`config.mk`:
```
export PLATFORM = sky130hd
export DESIGN_NAME = irq_req_latch
export DESIGN_NICKNAME = d
export VERILOG_FILES = /design/src/rtl/irq_latch_pkg.sv /design/src/rtl/irq_trig_reg.sv /design/src/rtl/irq_ack_decode.sv /design/src/rtl/irq_line_cell.sv /design/src/rtl/irq_req_latch.sv
export SDC_FILE = /design/constraint.sdc
export NUM_CORES = 1
export LEC_CHECK = 0
export BUFFER_PORTS_ARGS = -buffer_cell sky130_fd_sc_hd__clkbuf_2
export CAP_MARGIN = 15
export CORE_UTILIZATION = 50
export CTS_BUF_LIST = sky130_fd_sc_hd__clkbuf_4
export CTS_CLUSTER_DIAMETER = 40
export DETAILED_ROUTE_END_ITERATION = 12
export GPL_TIMING_DRIVEN = 0
export PLACE_DENSITY = 0.8
export SLEW_MARGIN = 20
export SYNTH_ARGS = -nofsm -noshare
export SYNTH_HDL_FRONTEND = slang
export SYNTH_SLANG_ARGS = --single-unit
export TNS_END_PERCENT = 50
```
`constraint.sdc`:
```
create_clock -name clk_i -period 1.08 [get_ports clk_i]
set_input_delay 0.216 -clock clk_i [delete_from_list [all_inputs] [get_ports clk_i]]
set_output_delay 0.216 -clock clk_i [all_outputs]
set_load 0.05 [all_outputs]
```
`src/rtl/irq_latch_pkg.sv`:
```
package irq_latch_pkg;
  typedef enum logic {
    TRIG_EDGE  = 1'b0,
    TRIG_LEVEL = 1'b1
  } trig_mode_e;
endpackage

```
`src/rtl/irq_trig_reg.sv`:
```
module irq_trig_reg #(
  parameter int unsigned        NUM_LINES = 8,
  parameter logic [NUM_LINES-1:0] WR_MASK = '1
) (
  input  logic                 clk_i,
  input  logic                 rst_ni,
  input  logic                 we_i,
  input  logic [NUM_LINES-1:0] wdata_i,
  output logic [NUM_LINES-1:0] mode_o
);
  logic [NUM_LINES-1:0] mode_q;

  always_ff @(posedge clk_i or negedge rst_ni) begin
    if (!rst_ni)   mode_q <= '0;
    else if (we_i) mode_q <= wdata_i & WR_MASK;
  end

  assign mode_o = mode_q;

  AST_TRIG_WRITE: assert property (@(posedge clk_i) disable iff (!rst_ni)
    we_i |=> (mode_o == ($past(wdata_i) & WR_MASK)));
  AST_TRIG_HOLD: assert property (@(posedge clk_i) disable iff (!rst_ni)
    !we_i |=> $stable(mode_o));
endmodule

```
`src/rtl/irq_ack_decode.sv`:
```
module irq_ack_decode #(
  parameter int unsigned NUM_LINES = 8,
  localparam int unsigned IDX_W = (NUM_LINES > 1) ? $clog2(NUM_LINES) : 1
) (
  input  logic                 clk_i,
  input  logic                 rst_ni,
  input  logic                 ack_i,
  input  logic [IDX_W-1:0]     ack_line_i,
  output logic [NUM_LINES-1:0] ack_vec_o
);
  always_comb begin
    ack_vec_o = '0;
    for (int i = 0; i < NUM_LINES; i++) begin
      if (ack_i && (ack_line_i == IDX_W'(i))) ack_vec_o[i] = 1'b1;
    end
  end

  AST_ACK_ONEHOT: assert property (@(posedge clk_i) disable iff (!rst_ni)
    $onehot0(ack_vec_o));
  AST_ACK_IDLE: assert property (@(posedge clk_i) disable iff (!rst_ni)
    !ack_i |-> (ack_vec_o == '0));
endmodule

```
`src/rtl/irq_line_cell.sv`:
```
module irq_line_cell
  import irq_latch_pkg::*;
(
  input  logic       clk_i,
  input  logic       rst_ni,
  input  trig_mode_e mode_i,
  input  logic       line_i,
  input  logic       ack_i,
  input  logic       init_i,
  output logic       req_o
);
  logic req_q, hist_q;

  always_ff @(posedge clk_i or negedge rst_ni) begin
    if (!rst_ni) begin
      req_q  <= 1'b0;
      hist_q <= 1'b0;
    end else if (init_i) begin
      req_q  <= 1'b0;
      hist_q <= 1'b0;
    end else begin
      hist_q <= line_i;
      if (mode_i == TRIG_LEVEL) begin
        req_q <= line_i;
      end else if (line_i && !hist_q) begin
        req_q <= 1'b1;  // fresh edge wins over a same-cycle ack
      end else if (ack_i) begin
        req_q <= 1'b0;
      end
    end
  end

  assign req_o = req_q;

  AST_LEVEL_FOLLOW: assert property (@(posedge clk_i) disable iff (!rst_ni)
    (mode_i == TRIG_LEVEL && !init_i) |=> (req_o == $past(line_i)));
  AST_EDGE_SET: assert property (@(posedge clk_i) disable iff (!rst_ni)
    ($past(rst_ni) && mode_i == TRIG_EDGE && !init_i && line_i && !$past(line_i))
      |=> req_o);
  AST_EDGE_HOLD: assert property (@(posedge clk_i) disable iff (!rst_ni)
    (mode_i == TRIG_EDGE && !init_i && !ack_i && req_o) |=> req_o);
  AST_ACK_CLEAR: assert property (@(posedge clk_i) disable iff (!rst_ni)
    ($past(rst_ni) && mode_i == TRIG_EDGE && !init_i && ack_i && !(line_i && !$past(line_i)))
      |=> !req_o);
endmodule

```
`src/rtl/irq_req_latch.sv`:
```
module irq_req_latch
  import irq_latch_pkg::*;
#(
  parameter int unsigned          NUM_LINES = 8,
  parameter logic [NUM_LINES-1:0] WR_MASK   = '1,
  localparam int unsigned IDX_W = (NUM_LINES > 1) ? $clog2(NUM_LINES) : 1
) (
  input  logic                 clk_i,
  input  logic                 rst_ni,
  input  logic [NUM_LINES-1:0] line_i,
  input  logic                 init_clr_i,
  input  logic                 trig_we_i,
  input  logic [NUM_LINES-1:0] trig_wdata_i,
  output logic [NUM_LINES-1:0] trig_rdata_o,
  input  logic                 ack_i,
  input  logic [IDX_W-1:0]     ack_line_i,
  output logic [NUM_LINES-1:0] req_o
);
  logic [NUM_LINES-1:0] mode_vec;
  logic [NUM_LINES-1:0] ack_vec;

  irq_trig_reg #(.NUM_LINES(NUM_LINES), .WR_MASK(WR_MASK)) u_trig (
    .clk_i   (clk_i),
    .rst_ni  (rst_ni),
    .we_i    (trig_we_i),
    .wdata_i (trig_wdata_i),
    .mode_o  (mode_vec)
  );

  irq_ack_decode #(.NUM_LINES(NUM_LINES)) u_ack (
    .clk_i      (clk_i),
    .rst_ni     (rst_ni),
    .ack_i      (ack_i),
    .ack_line_i (ack_line_i),
    .ack_vec_o  (ack_vec)
  );

  for (genvar g = 0; g < NUM_LINES; g++) begin : g_line
    irq_line_cell u_cell (
      .clk_i  (clk_i),
      .rst_ni (rst_ni),
      .mode_i (trig_mode_e'(mode_vec[g])),
      .line_i (line_i[g]),
      .ack_i  (ack_vec[g]),
      .init_i (init_clr_i),
      .req_o  (req_o[g])
    );
  end

  assign trig_rdata_o = mode_vec;

  AST_INIT_CLEAR: assert property (@(posedge clk_i) disable iff (!rst_ni)
    init_clr_i |=> (req_o == '0));
  AST_INIT_KEEP_TRIG: assert property (@(posedge clk_i) disable iff (!rst_ni)
    (init_clr_i && !trig_we_i) |=> $stable(trig_rdata_o));
endmodule

```
==> run_results.csv <==
group,metric,value,unit
floorplanning,pin_count,40,
sta,fin_crit_sh,108,%
cts,insertion_delay,320,ps
cts,numCtsBuffers,3,
sta,fmax,0.857,GHz
sta,hold_viol_final,0,
global_routing,grt_max_degree,25,
global_routing,antenna_found_initial,0,
sta,tns,-1160,ps
placement,place_ws,-152,ps
cts,h-tree-depth,1,
setup_path,crit_buf_inv,1,
power_and_ir_drop,p_total,2.20,mW
yosys,synth_seq_cells,24,
placement,port-buffer-count,38,
power_and_ir_drop,power_density,1310,mW/mm2
setup_path,worstSetupPathType,"flip-flop to primary output",
setup_path,crit_path_end_kind,"primary output",
yosys,syn_area,0.00111,mm2
cts,cts_tree,"yes",
yosys,ys_seq_area_share,54.3,%
finish,seq_area,601,um2
power_and_ir_drop,ir_drop,1.12,mV
finish,diodes,0,
cts,root_buffer,"clkbuf_4",
sta,setup_violations,17,
global_routing,groute.usage.overall,23.7,%
setup_path,critPathTopFamily,"flip-flops",
route,wl,2540,um
yosys,yosysTopAreaCell,"dfrtp_1",
placement,post-dp-hpwl,1520,um
yosys,ys_top_cells_by_count,"dfrtp_1, buf_4",
setup_path,slowest_delay,440,ps
sta,slew-limit-headroom,59.7,%
hold_path,hold_path.class,"input pin to flip-flop",
setup_path,setup.worst_path.start_class,"flip-flop",
yosys,syn_area_per_cell,12.3,um2
sta,slew_violations,0,
yosys,ys_warn_count,0,
setup_path,crit_chain,"clkbuf_16",
placement,routabilityCongestion,0.702,
route,via_per_inst,5.27,
yosys,synth_enable_flop_cells,0,
cts,clockBufferDepth,2,
route,vias,827,
global_routing,grt_pass1_wl,4250,um
floorplanning,start_util,54.7,%
finish,multi_input_area,384,um2
floorplanning,die_y,49.0,um
floorplanning,die_w,49.0,um
sta,rsz0062_at_grt,"true",
yosys,async_flop_share,100,%
yosys,yosysMostFrequentCell,"dfrtp_1",
finish,nNetsFinal,155,
cts,clock_sinks,24,
floorplanning,dieArea,0.00240,mm2
power_and_ir_drop,p_leak,0.781,nW
floorplanning,core_area,0.00202,mm2
route,drt-wirelength-per-cell,16.2,um
setup_path,r2r_start,"u_trig.mode_o[0]$_DFFE_PN0P_",
finish,drive_gt1_share,49.2,%
run_status,status,"complete, but fails checks",
cts,cts.reportedPaths.clkPinSlew,130,ps
yosys,synth_nets,114,
sta,worst_slack,-86.5,ps
setup_path,cp-startpoint,"g_line[1].u_cell.req_o$_DFFE_PN0P_",
sta,finalClockSkew,2.05,ps
setup_path,cp_max_fo,2,
route,dr.first_iter.drc_count,9,
run_status,violations,"negative setup slack",
sta,period_needed,1170,ps
sta,worstMarginPinSlew,604,ps
route,post-route-drc-count,0,
finish,nFillCells,115,
route,firstDrtPassIters,4,
yosys,synth_top_area_share,54.3,%
setup_path,cp.required,860,ps
yosys,synth_cell_types,13,
hold_path,holdCritStartpoint,"trig_wdata_i[4]",
yosys,ys.flop_type,"dfrtp_1",
global_routing,grt_pass1_vias,883,
setup_path,slowest_stage,"dfrtp_1",
floorplanning,rows,16,
yosys,netlist_instances,90,
global_routing,overflow,0,
route,ant_nets,0,
setup_path,crit_arrival,950,ps
yosys,synth_top_cells_by_area,"dfrtp_1, buf_4, mux2_2",
finish,area_growth_syn_to_layout,51.1,%
flow_run,drv_cap,0,
-- through the flow --
step	area (um2)	cells	util, %	hold WS, ps
after detailed placement	1330	155	65.8	247
after floorplan	1110	90	-	-79.6
after global routing	1670	157	82.7	109
after global placement	1330	155	65.8	240
after CTS	1650	155	81.6	108
final	1670	157	82.7	115
-- final cells by class --
cell class,instances,area share [%]
well taps,27,2.02
multi-input cells,48,23.0
flip-flops and latches,24,35.9
clock inverters,1,0.225
clock buffers,3,1.35
repair buffers,52,37.0
plain buffers,2,0.524
-- flip-flops by register name, summed over array words and instances, names as in the netlist --
signal,cells
g_line.u_cell.req_o,8
u_trig.mode_o,8
g_line.u_cell.hist_q,8
-- timing repair --
action	CTS	global route
setup buffers	11	2
resized for setup	48	1
hold buffers	1	0
endpoints found under the setup margin	16	18
pin swaps	0	0
hold endpoints to repair	24	0
-- cell usage in the layout, fill, tap and decap left out, drive strengths merged --
cell / n
clkbuf: 42
dfrtp: 24
buf: 14
nor2b: 8
mux2: 8
nor2: 8
a32o: 8
nand2b: 8
nand4bb: 3
nand4b: 3
or4b: 1
nand4: 1
clkinv: 1
dlygate4sd3: 1
-- where the power goes --
group	switching (mW)	internal, mW
clock network	0.272	0.136
logic	0.351	0.406
registers	0.0640	0.969
-- layer usage --
| metal | vias to the layer above | track usage, % | routed length, um |
|---|---|---|---|
| li1 | 385 | - | - |
| met1 | 411 | 29.7 | 1070 |
| met2 | 29 | 42.6 | 1360 |
| met3 | 2 | 3.43 | 76 |
| met4 | 0 | 5.88 | 29 |
| met5 | - | 0 | 0 |
-- path summary, 6_finish.rpt --
check | to | slack (ps) | cells after the start
worst max register to register | g_line[0].u_cell.req_o$_DFFE_PN0P_ | -50 | 4
min in group asynchronous | g_line[2].u_cell.hist_q$_DFF_PN0_ | 430 | 2
max in group asynchronous | g_line[6].u_cell.hist_q$_DFF_PN0_ | 250 | 2
worst max-delay path | req_o[1] | -90 | 1
worst min-delay path | u_trig.mode_o[4]$_DFFE_PN0P_ | 120 | 2
worst min register to register | g_line[6].u_cell.req_o$_DFFE_PN0P_ | 590 | 2
-- logic make-up (layout without fill, tap and decap cells) --
| group | after synthesis | count (layout) | share of synthesized area [%] |
|---|---|---|---|
| simple gates | 32 | 32 | 18.7 |
| flops | 24 | 24 | 54.3 |
| buf+inv | 18 | 58 | 11.7 |
| compound gates | 8 | 8 | 7.24 |
| mux | 8 | 8 | 8.15 |
Note: power is estimated with default switching activity, not from simulation.
